## config.mk

```make
export PLATFORM = sky130hd
export DESIGN_NAME = pmx_unit
export DESIGN_NICKNAME = d
export VERILOG_FILES = /design/src/rtl/pmx_pkg.sv /design/src/rtl/pmx_decode.sv /design/src/rtl/pmx_minmax.sv /design/src/rtl/pmx_shuffle.sv /design/src/rtl/pmx_sad.sv /design/src/rtl/pmx_unit.sv
export SDC_FILE = /design/constraint.sdc
export NUM_CORES = 1
export LEC_CHECK = 0
export ABC_AREA = 1
export BUFFER_PORTS_ARGS = -buffer_cell sky130_fd_sc_hd__buf_4
export CAP_MARGIN = 20
export CORE_ASPECT_RATIO = 2
export CORE_MARGIN = 2
export CORE_UTILIZATION = 54
export DETAILED_ROUTE_END_ITERATION = 8
export PLACE_DENSITY = 0.79
export SETUP_SLACK_MARGIN = 0.5
export SYNTH_ARGS = -nofsm -noshare
export SYNTH_HDL_FRONTEND = slang
export SYNTH_SLANG_ARGS = --single-unit
```

## constraint.sdc

```tcl
create_clock -name clk -period 9.9 [get_ports clk]
set_input_delay 2.475 -clock clk [delete_from_list [all_inputs] [get_ports clk]]
set_output_delay 2.475 -clock clk [all_outputs]
set_load 0.05 [all_outputs]
```

## src/rtl/pmx_pkg.sv

```systemverilog
// pmx_pkg: shared types and constants for the packed multimedia unit.
// Assumes a 64-bit datapath made of 8-bit bytes.
package pmx_pkg;
    localparam int DATA_W   = 64;
    localparam int BYTE_W   = 8;
    localparam int NBYTES   = DATA_W / BYTE_W;
    localparam int SAD_W    = $clog2(NBYTES * 255 + 1);
    localparam int INSN_W   = 32;
    localparam int REG_IDX_W = 5;

    localparam logic [5:0] MAJOR_OPC = 6'h1C;

    // function codes
    localparam logic [5:0] FN_SEXT_B  = 6'h00;
    localparam logic [5:0] FN_SEXT_W  = 6'h01;
    localparam logic [5:0] FN_PIXERR  = 6'h31;
    localparam logic [5:0] FN_SPRD_W  = 6'h34;
    localparam logic [5:0] FN_SPRD_L  = 6'h35;
    localparam logic [5:0] FN_GATH_W  = 6'h36;
    localparam logic [5:0] FN_GATH_L  = 6'h37;
    localparam logic [5:0] FN_SMIN_B  = 6'h38;
    localparam logic [5:0] FN_SMIN_W  = 6'h39;
    localparam logic [5:0] FN_UMIN_B  = 6'h3A;
    localparam logic [5:0] FN_UMIN_W  = 6'h3B;
    localparam logic [5:0] FN_UMAX_B  = 6'h3C;
    localparam logic [5:0] FN_UMAX_W  = 6'h3D;
    localparam logic [5:0] FN_SMAX_B  = 6'h3E;
    localparam logic [5:0] FN_SMAX_W  = 6'h3F;

    typedef enum logic [3:0] {
        K_NONE,
        K_SEXT_B,
        K_SEXT_W,
        K_PIXERR,
        K_SPREAD,
        K_GATHER,
        K_MINMAX
    } pmx_kind_e;

    typedef struct packed {
        pmx_kind_e  kind;
        logic [2:0] stride;     // byte stride for gather/spread (2 or 4)
        logic       word_lanes; // min/max on 16-bit lanes
        logic       sgn;        // signed lane compare
        logic       take_max;   // maximum rather than minimum
        logic       use_lit;    // second operand from the literal field
        logic       illegal;
    } pmx_ctl_t;
endpackage

```

## src/rtl/pmx_decode.sv

```systemverilog
// pmx_decode: turns an instruction word into datapath controls.
// Assumes the caller qualifies the word with its own valid strobe;
// any foreign major opcode or unlisted function code is flagged illegal.
module pmx_decode
    import pmx_pkg::*;
(
    input  logic [INSN_W-1:0] insn,
    output pmx_ctl_t          ctl
);
    logic [5:0] major;
    logic [5:0] fn;

    assign major = insn[31:26];
    assign fn    = insn[10:5];

    // Map the function field onto an operation kind and its modifiers.
    always_comb begin
        ctl            = '0;
        ctl.kind       = K_NONE;
        ctl.use_lit    = insn[12];
        ctl.stride     = 3'd2;
        unique case (fn)
            FN_SEXT_B: ctl.kind = K_SEXT_B;
            FN_SEXT_W: ctl.kind = K_SEXT_W;
            FN_PIXERR: ctl.kind = K_PIXERR;
            FN_SPRD_W: ctl.kind = K_SPREAD;
            FN_SPRD_L: begin ctl.kind = K_SPREAD; ctl.stride = 3'd4; end
            FN_GATH_W: ctl.kind = K_GATHER;
            FN_GATH_L: begin ctl.kind = K_GATHER; ctl.stride = 3'd4; end
            FN_SMIN_B: begin ctl.kind = K_MINMAX; ctl.sgn = 1'b1; end
            FN_SMIN_W: begin ctl.kind = K_MINMAX; ctl.sgn = 1'b1; ctl.word_lanes = 1'b1; end
            FN_UMIN_B: ctl.kind = K_MINMAX;
            FN_UMIN_W: begin ctl.kind = K_MINMAX; ctl.word_lanes = 1'b1; end
            FN_UMAX_B: begin ctl.kind = K_MINMAX; ctl.take_max = 1'b1; end
            FN_UMAX_W: begin ctl.kind = K_MINMAX; ctl.take_max = 1'b1; ctl.word_lanes = 1'b1; end
            FN_SMAX_B: begin ctl.kind = K_MINMAX; ctl.take_max = 1'b1; ctl.sgn = 1'b1; end
            FN_SMAX_W: begin
                ctl.kind = K_MINMAX; ctl.take_max = 1'b1; ctl.sgn = 1'b1; ctl.word_lanes = 1'b1;
            end
            default:   ctl.kind = K_NONE;
        endcase
        if (major != MAJOR_OPC) begin
            ctl.kind = K_NONE;
        end
        ctl.illegal = (ctl.kind == K_NONE);
    end
endmodule

```

## src/rtl/pmx_minmax.sv

```systemverilog
// pmx_minmax: lane-wise minimum or maximum of two vectors.
// Signed lanes are compared by inverting each lane's top bit on both
// operands and using the unsigned comparator; the result keeps the
// original lane values. Assumes DATA_W is a multiple of LANE_W.
module pmx_minmax #(
    parameter int DATA_W = 64,
    parameter int LANE_W = 8
) (
    input  logic [DATA_W-1:0] a,
    input  logic [DATA_W-1:0] b,
    input  logic              sgn,
    input  logic              take_max,
    output logic [DATA_W-1:0] y
);
    localparam int NLANES = DATA_W / LANE_W;

    for (genvar i = 0; i < NLANES; i++) begin : g_lane
        logic [LANE_W-1:0] la, lb, fa, fb;
        logic              a_ge_b;

        assign la = a[i*LANE_W +: LANE_W];
        assign lb = b[i*LANE_W +: LANE_W];
        // Bias signed lanes into unsigned order.
        assign fa = {la[LANE_W-1] ^ sgn, la[LANE_W-2:0]};
        assign fb = {lb[LANE_W-1] ^ sgn, lb[LANE_W-2:0]};
        assign a_ge_b = (fa >= fb);
        // Pick the lane value the operation asks for.
        assign y[i*LANE_W +: LANE_W] = (a_ge_b == take_max) ? la : lb;
    end
endmodule

```

## src/rtl/pmx_shuffle.sv

```systemverilog
// pmx_shuffle: byte gathers, byte spreads and sign extensions of the
// second operand. Gather takes every STRIDE-th source byte into the low
// result bytes; spread does the inverse. Assumes stride is 2 or 4.
module pmx_shuffle
    import pmx_pkg::*;
(
    input  pmx_kind_e         kind,
    input  logic [2:0]        stride,
    input  logic [DATA_W-1:0] b,
    output logic [DATA_W-1:0] y
);
    logic [DATA_W-1:0] gath2, gath4, sprd2, sprd4;

    // Build the four byte rearrangements with fixed strides.
    always_comb begin
        gath2 = '0;
        gath4 = '0;
        sprd2 = '0;
        sprd4 = '0;
        for (int i = 0; i < NBYTES / 2; i++) begin
            gath2[i*BYTE_W +: BYTE_W]     = b[2*i*BYTE_W +: BYTE_W];
            sprd2[2*i*BYTE_W +: BYTE_W]   = b[i*BYTE_W +: BYTE_W];
        end
        for (int i = 0; i < NBYTES / 4; i++) begin
            gath4[i*BYTE_W +: BYTE_W]     = b[4*i*BYTE_W +: BYTE_W];
            sprd4[4*i*BYTE_W +: BYTE_W]   = b[i*BYTE_W +: BYTE_W];
        end
    end

    // Choose the rearrangement or sign extension for this kind.
    always_comb begin
        unique case (kind)
            K_SEXT_B: y = {{(DATA_W-8){b[7]}}, b[7:0]};
            K_SEXT_W: y = {{(DATA_W-16){b[15]}}, b[15:0]};
            K_GATHER: y = (stride == 3'd4) ? gath4 : gath2;
            K_SPREAD: y = (stride == 3'd4) ? sprd4 : sprd2;
            default:  y = '0;
        endcase
    end
endmodule

```

## src/rtl/pmx_sad.sv

```systemverilog
// pmx_sad: sum of absolute differences over all byte lanes.
// Assumes unsigned bytes; the sum fits in SAD_W bits.
module pmx_sad
    import pmx_pkg::*;
(
    input  logic [DATA_W-1:0] a,
    input  logic [DATA_W-1:0] b,
    output logic [SAD_W-1:0]  sum
);
    logic [NBYTES-1:0][BYTE_W-1:0] diff;

    for (genvar i = 0; i < NBYTES; i++) begin : g_diff
        logic [BYTE_W-1:0] xa, xb;
        assign xa = a[i*BYTE_W +: BYTE_W];
        assign xb = b[i*BYTE_W +: BYTE_W];
        // Larger minus smaller gives the absolute difference.
        assign diff[i] = (xa >= xb) ? (xa - xb) : (xb - xa);
    end

    // Accumulate the lane differences.
    always_comb begin
        sum = '0;
        for (int i = 0; i < NBYTES; i++) begin
            sum = sum + SAD_W'(diff[i]);
        end
    end
endmodule

```

## src/rtl/pmx_unit.sv

```systemverilog
// pmx_unit: packed multimedia integer execution unit. Decodes one
// instruction per cycle, computes the result combinationally and registers
// it with the destination index and an illegal flag one clock later.
// Assumes operands are already read from the register file by the caller.
module pmx_unit
    import pmx_pkg::*;
(
    input  logic                 clk,
    input  logic                 rst_n,
    input  logic                 in_valid,
    input  logic [INSN_W-1:0]    insn,
    input  logic [DATA_W-1:0]    opnd_a,
    input  logic [DATA_W-1:0]    opnd_b,
    output logic                 out_valid,
    output logic [DATA_W-1:0]    out_result,
    output logic [REG_IDX_W-1:0] out_dest,
    output logic                 out_illegal
);
    localparam int NVARIANT = 2;   // byte lanes and word lanes

    pmx_ctl_t          ctl;
    logic [DATA_W-1:0] src2;
    logic [DATA_W-1:0] mm_y [NVARIANT];
    logic [DATA_W-1:0] shuf_y;
    logic [SAD_W-1:0]  sad_sum;
    logic [DATA_W-1:0] res_next;
    logic              unused_fields;

    assign unused_fields = ^{insn[25:21], insn[11]};

    pmx_decode u_decode (
        .insn (insn),
        .ctl  (ctl)
    );

    // Second operand: register value or zero-extended literal.
    assign src2 = ctl.use_lit ? {{(DATA_W-8){1'b0}}, insn[20:13]} : opnd_b;

    for (genvar g = 0; g < NVARIANT; g++) begin : g_mm
        pmx_minmax #(
            .DATA_W (DATA_W),
            .LANE_W (BYTE_W << g)
        ) u_minmax (
            .a        (opnd_a),
            .b        (src2),
            .sgn      (ctl.sgn),
            .take_max (ctl.take_max),
            .y        (mm_y[g])
        );
    end

    pmx_shuffle u_shuffle (
        .kind   (ctl.kind),
        .stride (ctl.stride),
        .b      (src2),
        .y      (shuf_y)
    );

    pmx_sad u_sad (
        .a   (opnd_a),
        .b   (src2),
        .sum (sad_sum)
    );

    // Select the result of the decoded operation.
    always_comb begin
        unique case (ctl.kind)
            K_MINMAX: res_next = ctl.word_lanes ? mm_y[1] : mm_y[0];
            K_SEXT_B, K_SEXT_W, K_GATHER, K_SPREAD: res_next = shuf_y;
            K_PIXERR: res_next = {{(DATA_W-SAD_W){1'b0}}, sad_sum};
            default:  res_next = '0;
        endcase
    end

    // Output register: strobe every cycle, payload only on accept.
    always_ff @(posedge clk) begin
        if (!rst_n) begin
            out_valid   <= 1'b0;
            out_result  <= '0;
            out_dest    <= '0;
            out_illegal <= 1'b0;
        end else begin
            out_valid <= in_valid;
            if (in_valid) begin
                out_result  <= res_next;
                out_dest    <= insn[REG_IDX_W-1:0];
                out_illegal <= ctl.illegal;
            end
        end
    end
endmodule

```

==> summary.txt <==
Critical path
  – Top Family by Delay on Critical Path: adder cells
  – Slowest CP cell: sky130_fd_sc_hd__fa_1
  – Kind of critical path: primary input to flip-flop
  – Worst path arrival time: 9.42 ns
  – Max incr delay on CP: 0.53 ns
  – Cell with the most instances on the worst path: sky130_fd_sc_hd__inv_1
  – Type of destination of the critical path: flip-flop
  – Number of buffer and inverter instances along the worst setup path: 9
  – Type of element launching the critical path: primary input
  – CP Max Fanout: 8
  – Required time at the worst-slack endpoint: 10.13 ns

STA
  – Count of endpoints failing setup in the final report: 0
  – Slew HR: 0.414
  – Pins Over Slew Limit: 0
  – Worst clock skew: 0 ns
  – Highest clock frequency the design can meet: 0.109 GHz
  – Number of failing hold endpoints at the final stage: 0
  – Min Hold Slack: 0.469 ns
  – Setup ws final: 0.711 ns
  – Slew of the pin with the lowest slew margin: 0.878 ns
  – Time the final worst path needs with I/O delays and setup: 9.19 ns
  – Period Utilization, post-route: 0.928
  – Unrepaired setup endpoints after global routing: false

Layout
  – Leading cell types in the layout, fill and taps excluded: sky130_fd_sc_hd__nand2_1, sky130_fd_sc_hd__inv_1, sky130_fd_sc_hd__buf_4, sky130_fd_sc_hd__nand3_1, sky130_fd_sc_hd__a21oi_1
  – Number of nets in the layout: 2882
  – Fraction of layout cells with a size suffix above 1: 0.188
  – Area overhead of the layout relative to synthesis: 22.3%
  – Most common cell after layout, fill and taps aside: sky130_fd_sc_hd__nand2_1
  – Antenna Cells: 0
  – Cell Count, Final, Fillers Out: 2855
  – Final Instance Area: 16800 um^2

Clock tree
  – CTS Root Buffer Type: sky130_fd_sc_hd__clkbuf_16
  – Sinks on Clock Net: 71
  – Max H-tree Level: 3
  – Cts bufs inserted: 9
  – Register clock-pin slew on the reported worst setup and hold paths: 0.06 ns
  – Clk Latency, worst-skew pair: 0.33 ns
  – Clock tree from TritonCTS: built
  – Maximum clock path buffer count: 2

Floorplanning
  – Die height: 230 um
  – Die Width: 117 um
  – Initial core utilization: 0.549
  – Boundary Pins: 234
  – Die area: 26800 um^2
  – Standard cell core area: 25000 um^2
  – Std-Cell Rows: 82

Drt
  – Routed vias: 16600
  – Vias/cell: 5.81
  – Number of DRC violations after detailed routing: 0
  – Number of nets with antenna violations after detailed routing: 0
  – DRT Pass-1 Iters: 8
  – Post-Route WL: 56.8 mm
  – Routed wirelength normalized by instance count: 19.9 um
  – Violation count after the first detailed-routing iteration: 1283

Placement
  – Number of placed instances with taps included: 2833
  – Post-detail-place hpwl: 46.3 mm
  – Routability cong.: 1.03
  – Worst slack at placement: -0.0785 ns
  – Count of input and output buffers: 227
  – Area after detailed placement: 16100 um^2

GRT
  – Total GRT Usage: 0.414
  – Remaining global-route overflow: 0
  – Global-route wire length before repair: 84.9 mm
  – Number of antenna violations at the first check in global routing: 0
  – Via count of the first global-routing pass: 16800
  – Pin count of the biggest net entering global routing: 69

Power
  – Pleak: 9.07 nW
  – IR Drop Worst-Case VDD: 0.893 mV
  – Power density over cell area: 401 nW/um^2

Synth
  – Flip-flop cell with the highest count after synthesis: sky130_fd_sc_hd__dfxtp_1
  – Async SR Flop Fraction: 0
  – Number of nets produced by synthesis: 2635
  – Combined area of all synthesized cells: 13800 um^2
  – Yosys reg bits: 71
  – Number of flops mapped to enable cells by yosys: 0
  – Portion of the post-synthesis area used by sequential elements: 0.103
  – Yosys top cell by area: sky130_fd_sc_hd__nand2_1
  – Yosys synthesis warning count: 0
  – Average footprint of a synthesized cell: 6.07 um^2
  – Top cells by area, synth: sky130_fd_sc_hd__nand2_1, sky130_fd_sc_hd__ha_1, sky130_fd_sc_hd__dfxtp_1
  – Count of distinct cell types in the synthesized netlist: 53
  – Gate Count Post-Synth: 2267
  – Yosys top cell area share: 0.185

Hold path
  – Hold/Removal Path Class: flip-flop to flip-flop

Run status
  – Outcome: complete, no violations

Run
  – Max cap viols: 0
-- layout make-up --
cell class	count	area [um^2]
multi-input cells	1789	11100
fillers	2432	8210
repair buffers	309	2340
flip-flops and latches	71	1420
inverters	334	1260
well taps	336	420
clock buffers	10	239
clock inverters	6	70.1
-- worst paths after layout --
kind / slack, ns / to / start / cells past startpoint
worst max-delay path: 0.71 / out_result[10]$_SDFFE_PN0P_ / insn[12] / 39
worst min-delay path: 0.47 / out_result[36]$_SDFFE_PN0P_ / out_result[36]$_SDFFE_PN0P_ / 2
worst min register to register: 0.47 / out_result[36]$_SDFFE_PN0P_ / out_result[36]$_SDFFE_PN0P_ / 2
worst max register to register: 9.16 / out_result[23]$_SDFFE_PN0P_ / out_result[23]$_SDFFE_PN0P_ / 2
-- cells by family (layout without fill, tap and decap cells) --
logic type | after synthesis | in the layout | share of synthesized area
AOI/OAI and AO/OA | 382 | 382 | 0.152
adders and majority gates | 205 | 205 | 0.217
xor gates and xnor gates | 70 | 70 | 0.0446
muxes | 18 | 18 | 0.0131
and+or+nand+nor | 1114 | 1114 | 0.351
buffers and inverters | 407 | 659 | 0.119
DFF | 71 | 71 | 0.103
-- cells in the mapped netlist (8+ instances only) --
cell                       instances
sky130_fd_sc_hd__nand2_1         679
sky130_fd_sc_hd__fa_1             55
sky130_fd_sc_hd__xor2_1           45
sky130_fd_sc_hd__mux2i_1          18
sky130_fd_sc_hd__nand2_2          16
sky130_fd_sc_hd__a21oi_1         190
sky130_fd_sc_hd__inv_2            15
sky130_fd_sc_hd__o21ai_1          11
sky130_fd_sc_hd__o21ai_0         119
sky130_fd_sc_hd__inv_1           315
sky130_fd_sc_hd__buf_4            10
sky130_fd_sc_hd__ha_1            150
sky130_fd_sc_hd__nand3_1         246
sky130_fd_sc_hd__nor2_1           97
sky130_fd_sc_hd__dfxtp_1          71
sky130_fd_sc_hd__nand4_1          21
sky130_fd_sc_hd__clkbuf_1         25
sky130_fd_sc_hd__o221ai_1          9
sky130_fd_sc_hd__nor2_2            8
sky130_fd_sc_hd__xnor2_1          25
sky130_fd_sc_hd__or2_2            10
sky130_fd_sc_hd__buf_2            29
sky130_fd_sc_hd__nor3_1           10
-- stage by stage --
step | total power [W] | setup TNS (ns) | util
6_report | 0.00675 | 0 | 0.672
5_1_grt | 0.00739 | 0 | 0.672
4_1_cts | 0.00629 | 0 | 0.657
3_5_place_dp | 0.00579 | -0.0785 | 0.642
3_3_place_gp | 0.00560 | 0 | 0.642
2_1_floorplan | 0.00360 | 0 | -
-- repair_timing --
item                                   in CTS  in global routing
buffers inserted                            1                  4
setup endpoints to repair                   7                  8
endpoints found under the hold margin       0                  0
gates resized for setup                    14                 89
pin swaps                                   8                 24
hold buffers                                0                  0
-- flip-flops by register name, indices dropped and copies added (netlist names) --
name / count
out_dest: 5
out_illegal: 1
out_result: 64
out_valid: 1
-- worst register-to-register path: stages, from the launching register on --
cell and delay (ns):
sky130_fd_sc_hd__dfxtp_1 0.32, sky130_fd_sc_hd__o21ai_0 0.22, sky130_fd_sc_hd__a21oi_1 0.08
-- power breakdown --
part           switching [W]  total [W]  internal, W
Sequential        0.00000230   0.000292     0.000290
Combinational        0.00349    0.00614      0.00264
Clock               0.000124   0.000326     0.000202
Total                0.00362    0.00675      0.00313
-- metal layers --
metal | share of wire | vias up | GRT usage
met3 | 0.054 | 346 | 0.0530
met4 | 0.14 | 0 | 0.453
li1 | - | 7826 | -
met5 | 0 | - | 0
met2 | 0.49 | 856 | 0.718
met1 | 0.31 | 7568 | 0.379
No activity file was read; power rests on OpenSTA's default activity.
